## config.mk

```make
export PLATFORM = sky130hd
export DESIGN_NAME = lic_irq_ctl
export DESIGN_NICKNAME = d
export VERILOG_FILES = /design/src/rtl/lic_pkg.sv /design/src/rtl/lic_rst_sync.sv /design/src/rtl/lic_sync.sv /design/src/rtl/lic_regs.sv /design/src/rtl/lic_combine.sv /design/src/rtl/lic_irq_ctl.sv
export SDC_FILE = /design/constraint.sdc
export NUM_CORES = 1
export LEC_CHECK = 0
export BUFFER_PORTS_ARGS = -buffer_cell sky130_fd_sc_hd__buf_2
export CAP_MARGIN = 10
export CELL_PAD_IN_SITES_DETAIL_PLACEMENT = 1
export CELL_PAD_IN_SITES_GLOBAL_PLACEMENT = 2
export CORE_UTILIZATION = 34
export CTS_BUF_LIST = sky130_fd_sc_hd__clkbuf_8
export CTS_CLUSTER_DIAMETER = 200
export DETAILED_ROUTE_END_ITERATION = 8
export PLACE_DENSITY = 0.78
export SYNTH_ARGS = -nofsm -noshare
export SYNTH_HDL_FRONTEND = slang
export SYNTH_SLANG_ARGS = --single-unit
```

## constraint.sdc

```tcl
create_clock -name clk -period 4.15 [get_ports clk]
set_clock_uncertainty 0.1 [all_clocks]
set_input_delay 0.415 -clock clk [delete_from_list [all_inputs] [get_ports clk]]
set_output_delay 0.415 -clock clk [all_outputs]
set_load 0.02 [all_outputs]
```

## src/rtl/lic_pkg.sv

```systemverilog
package lic_pkg;

  localparam int unsigned REG_W = 32;

  localparam logic [31:0] OFF_NOP_LO = 32'h00;
  localparam logic [31:0] OFF_ENABLE = 32'h04;
  localparam logic [31:0] OFF_LEVEL  = 32'h0C;
  localparam logic [31:0] OFF_NOP_HI = 32'h14;

  typedef struct packed {
    logic en_wr;
    logic en_rd;
    logic lvl_rd;
    logic bad;
  } dec_t;

  function automatic dec_t decode_access(input logic [31:0] off, input logic wr);
    dec_t d;
    d = '0;
    if (wr) begin
      d.en_wr = (off == OFF_ENABLE);
      d.bad   = !((off == OFF_ENABLE) || (off == OFF_NOP_LO) || (off == OFF_NOP_HI));
    end else begin
      d.en_rd  = (off == OFF_ENABLE);
      d.lvl_rd = (off == OFF_LEVEL);
      d.bad    = !((off == OFF_ENABLE) || (off == OFF_LEVEL));
    end
    return d;
  endfunction

endpackage

```

## src/rtl/lic_rst_sync.sv

```systemverilog
module lic_rst_sync #(
  parameter int unsigned STAGES = 2
) (
  input  logic clk,
  input  logic rst_n,
  output logic rst_sync_n
);
  logic [STAGES-1:0] chain_q;
  logic [STAGES-1:0] chain_d;

  always_comb begin
    chain_d = {chain_q[STAGES-2:0], 1'b1};
  end

  always_ff @(posedge clk or negedge rst_n) begin
    if (!rst_n) chain_q <= '0;
    else        chain_q <= chain_d;
  end

  assign rst_sync_n = chain_q[STAGES-1];
endmodule

```

## src/rtl/lic_sync.sv

```systemverilog
module lic_sync #(
  parameter int unsigned WIDTH  = 32,
  parameter int unsigned STAGES = 2
) (
  input  logic             clk,
  input  logic             rst_n,
  input  logic [WIDTH-1:0] din,
  output logic [WIDTH-1:0] dout
);
  logic [WIDTH-1:0] stage_q [STAGES];

  for (genvar s = 0; s < STAGES; s++) begin : g_stage
    logic [WIDTH-1:0] stage_d;
    if (s == 0) begin : g_first
      always_comb stage_d = din;
    end else begin : g_next
      always_comb stage_d = stage_q[s-1];
    end
    always_ff @(posedge clk or negedge rst_n) begin
      if (!rst_n) stage_q[s] <= '0;
      else        stage_q[s] <= stage_d;
    end
  end

  assign dout = stage_q[STAGES-1];
endmodule

```

## src/rtl/lic_regs.sv

```systemverilog
module lic_regs
  import lic_pkg::*;
#(
  parameter int unsigned NUM_LINES = 32,
  parameter int unsigned ADDR_W    = 8
) (
  input  logic                 clk,
  input  logic                 rst_n,
  input  logic                 req_valid,
  input  logic                 req_write,
  input  logic [ADDR_W-1:0]    req_addr,
  input  logic [REG_W-1:0]     req_wdata,
  input  logic [NUM_LINES-1:0] level,
  output logic [NUM_LINES-1:0] enable_q,
  output logic [REG_W-1:0]     rsp_rdata,
  output logic                 acc_err
);
  dec_t                 dec;
  logic                 en_load;
  logic [NUM_LINES-1:0] enable_d;
  logic                 rd_load;
  logic [REG_W-1:0]     rdata_d;
  logic [REG_W-1:0]     rdata_q;
  logic                 err_d;
  logic                 err_q;

  always_comb begin
    dec      = decode_access(32'(req_addr), req_write);
    en_load  = req_valid && dec.en_wr;
    enable_d = req_wdata[NUM_LINES-1:0];
    rd_load  = req_valid && !req_write;
    rdata_d  = '0;
    if (dec.en_rd)  rdata_d = REG_W'(enable_q);
    if (dec.lvl_rd) rdata_d = REG_W'(level);
    err_d    = req_valid && dec.bad;
  end

  always_ff @(posedge clk or negedge rst_n) begin
    if (!rst_n)       enable_q <= '0;
    else if (en_load) enable_q <= enable_d;
  end

  always_ff @(posedge clk or negedge rst_n) begin
    if (!rst_n)       rdata_q <= '0;
    else if (rd_load) rdata_q <= rdata_d;
  end

  always_ff @(posedge clk or negedge rst_n) begin
    if (!rst_n) err_q <= 1'b0;
    else        err_q <= err_d;
  end

  assign rsp_rdata = rdata_q;
  assign acc_err   = err_q;
endmodule

```

## src/rtl/lic_combine.sv

```systemverilog
module lic_combine #(
  parameter int unsigned NUM_LINES = 32
) (
  input  logic                 clk,
  input  logic                 rst_n,
  input  logic [NUM_LINES-1:0] enable,
  input  logic [NUM_LINES-1:0] level,
  output logic                 irq_out
);
  logic irq_d;
  logic irq_q;

  always_comb irq_d = |(enable & level);

  always_ff @(posedge clk or negedge rst_n) begin
    if (!rst_n) irq_q <= 1'b0;
    else        irq_q <= irq_d;
  end

  assign irq_out = irq_q;
endmodule

```

## src/rtl/lic_irq_ctl.sv

```systemverilog
module lic_irq_ctl
  import lic_pkg::*;
#(
  parameter int unsigned NUM_LINES   = 32,
  parameter int unsigned ADDR_W      = 8,
  parameter int unsigned SYNC_STAGES = 2
) (
  input  logic                 clk,
  input  logic                 rst_n,
  input  logic [NUM_LINES-1:0] irq_lines,
  input  logic                 req_valid,
  input  logic                 req_write,
  input  logic [ADDR_W-1:0]    req_addr,
  input  logic [31:0]          req_wdata,
  output logic [31:0]          rsp_rdata,
  output logic                 acc_err,
  output logic                 irq_out
);
  logic                 rst_sync_n;
  logic [NUM_LINES-1:0] level_q;
  logic [NUM_LINES-1:0] enable_q;

  lic_rst_sync #(.STAGES(2)) rst_i (
    .clk        (clk),
    .rst_n      (rst_n),
    .rst_sync_n (rst_sync_n)
  );

  lic_sync #(.WIDTH(NUM_LINES), .STAGES(SYNC_STAGES)) sync_i (
    .clk   (clk),
    .rst_n (rst_sync_n),
    .din   (irq_lines),
    .dout  (level_q)
  );

  lic_regs #(.NUM_LINES(NUM_LINES), .ADDR_W(ADDR_W)) regs_i (
    .clk       (clk),
    .rst_n     (rst_sync_n),
    .req_valid (req_valid),
    .req_write (req_write),
    .req_addr  (req_addr),
    .req_wdata (req_wdata),
    .level     (level_q),
    .enable_q  (enable_q),
    .rsp_rdata (rsp_rdata),
    .acc_err   (acc_err)
  );

  lic_combine #(.NUM_LINES(NUM_LINES)) comb_i (
    .clk     (clk),
    .rst_n   (rst_sync_n),
    .enable  (enable_q),
    .level   (level_q),
    .irq_out (irq_out)
  );
endmodule

```

==> out/metrics.cfg <==
[grt]
grt-ovfl-total = 0
grtUsageTotal_pct = 16.97
grt_pass1_vias = 3345
grt_pass1_wl_mm = 17.69
antenna_found_initial = 0
grt_max_degree = 76

[critical_path]
r2r_start = regs_i.enable_q[16]$_DFFE_PN0P_
cp.buffers_inverters = 1
worst_ep_arrival_time_ns = 2.15
setup.worst_path.end = regs_i.enable_q[23]$_DFFE_PN0P_
cp-start-kind = input port
crit_path_end_kind = flip-flop
cp_top_family = simple AND/OR/NAND/NOR gates
worstPathRequired_ns = 4.38
reg2regPathDepth = 3
crit_cells = 4
critPathKind = input port to flip-flop
crit_slowest_cell = nand4_4
path_max_fanout = 32
timing.rr.end = comb_i.irq_out$_DFF_PN0_
cp_slowest_stage_delay_ns = 0.75
r2r_slack_ns = 2.52
crit_path_start = req_addr[5]
path_cells = buf_2, nor3_2, nand4_4, mux2_4

[synthesis]
synth_nets = 385
yosys.area.top_type = dfrtp_1
syn_area_sq_um = 4720
synthCells = 309
ys_ff_latch = 132
yosysUniqueCellTypes = 23
yosysTopAreaCellShare_pct = 69.99
synth-warning-count = 0
synthTopCellsByArea = dfrtp_1, mux2_4, mux2i_1
avgSynthCellArea_sq_um = 15.27
synth-seq-area-share_pct = 69.99

[floorplan]
die_h_um = 119.8
rows = 42
start_util_pct = 35.22
io_pins = 110
die_area_sq_um = 14360
die_w_um = 119.8
coreArea_sq_um = 13400

[clock_tree]
postCtsHoldBufs = 33
clock_path_buffers = 2
htree_num_levels = 4
clkTransAtPathRegs_ns = 0.07
root_buffer = clkbuf_8
clock_latency_ns = 0.44
cts_buffers = 17
cts.sinks = 132
cts_resized = 0
cts_setup_buffers = 0
tritoncts = yes

[cells_and_area]
area_growth_syn_to_layout_pct = 32.71
layout_commonest_cell = dfrtp_1
diodes = 0
n_fill_cell = 1391
final_nets = 537
final_cell_mix = dfrtp_1, buf_2, nand2_1, dlygate4sd3_1
drive_above_1_share_pct = 37.55

[timing]
rsz0062_at_grt = no
fin_tns_setup_ns = 0
fin_crit_ns = 1.928
setup_viol = 0
setup_ws_ns = 2.222
max_slew_margin_pct = 35.02
worst_slew_pin_slew_ns = 0.9748
slew_viol_final = 0
timing.fmax_mhz = 518.6
finalHoldViolations = 0
finalCritPeriodShare_pct = 46.46

[pwr]
power_leakage_nw = 3.207
ir_worst_vdd_mv = 0.2450
p_per_area_nw_per_um2 = 451.4

[routing]
drtPass1Iterations = 4
drt-total-wl_mm = 10.82
viasPerCell = 4.562
antenna_left = 0
dr_total_vias = 2965
wl_per_cell_um = 16.65
drc_errors = 0
dr.first_iter.drc_count = 97

[place]
hpwlAfterDp_mm = 7.082
gp_congestion = 0.7683
preCtsSetupSlack_ns = 1.730
portBuffers = 109

[flow_run]
maxCapViolations = 0

[worst_hold_path]
hp-class = input port to flip-flop

[outcome]
status = complete, no violations

[flip-flops by register name, indices dropped and copies added (netlist names)]
name,flops
sync_i.g_stage.stage_d,32
comb_i.irq_out,1
regs_i.rsp_rdata,32
sync_i.dout,32
regs_i.acc_err,1
rst_i.chain_q,2
regs_i.enable_q,32
[metrics by stage]
step                      area [sq um]  hold slack, ns  util (%)  instances  power, mW
after floorplan                   4720         0.01941         -        309      1.448
after global placement            5439         0.09995     40.59        585      1.517
after detailed placement          5439          0.1008     40.59        585      1.522
after CTS                         6264         0.06181     46.74        650      2.868
after global routing              6264         0.07355     46.74        650      2.936
final                             6264         0.09938     46.74        650      2.828
[synthesized netlist by cell type]
library cell,instances
o21ai_0,32
nand4_4,1
a22oi_1,16
inv_1,1
and3b_1,1
dfrtp_1,132
buf_2,3
mux2_4,30
nor2_1,1
nor2b_1,2
nand2b_1,2
o21a_1,1
nor3_2,1
mux2i_1,32
buf_6,4
mux2_2,2
nand2_1,33
a31oi_1,1
nand4_1,5
nor3b_1,1
conb_1,1
or4_1,1
clkbuf_1,6
[where the power goes]
group	internal (mW)	total (mW)	switching, mW
combinational	0.0816	0.149	0.0673
clock	0.834	1.31	0.477
sequential	1.33	1.37	0.0363
[worst min path at each step]
stage | start | end | slack (ns) | cells past startpoint
after floorplan | rst_n | rst_i.chain_q[0]$_DFF_PN0_ | 0.02 | 0
after global placement | rst_n | rst_i.chain_q[0]$_DFF_PN0_ | 0.1 | 1
after detailed placement | rst_n | rst_i.chain_q[0]$_DFF_PN0_ | 0.10 | 1
after CTS | req_wdata[11] | regs_i.enable_q[11]$_DFFE_PN0P_ | 0.06 | 2
after global routing | req_wdata[1] | regs_i.enable_q[1]$_DFFE_PN0P_ | 0.07 | 2
final | req_wdata[11] | regs_i.enable_q[11]$_DFFE_PN0P_ | 0.1 | 2
[area by class of cell]
class	instances	area (sq um)	area share [%]
Timing Repair Buffer	146	905.9	14.46
Clock inverter	11	205.2	3.276
Clock buffer	21	289.0	4.614
Tap cell	176	220.2	3.516
Sequential cell	132	3307	52.80
Inverter	1	3.754	0.05993
Multi-Input combinational cell	163	1333	21.27
[layer usage]
metal | part of all wire [%] | wire (um) | global-route usage (%) | up-vias
li1 | - | - | - | 1383
met3 | 4.5 | 485 | 4.990 | 16
met1 | 46 | 4970 | 21.94 | 1484
met5 | 0 | 0 | 0 | -
met4 | 1.6 | 172 | 7.031 | 0
met2 | 48 | 5193 | 26.63 | 82
[cells by family after synthesis]
| family | Yosys count | share of synthesized area, % |
|---|---|---|
| AO/OA/AOI/OAI | 50 | 6.230 |
| buffers and inverters | 14 | 1.829 |
| flip-flops | 132 | 69.99 |
| multiplexers | 64 | 16.81 |
| other | 1 | 0.07946 |
| AND/OR/NAND/NOR | 48 | 5.064 |
[worst reg2reg max path: cells and delay by family (launching register included)]
family / cells / cell delay (ns)
flops: 1 / 0.40
compound gates: 1 / 0.33
simple gates: 2 / 0.68
Note: power is estimated with default switching activity, not from simulation.
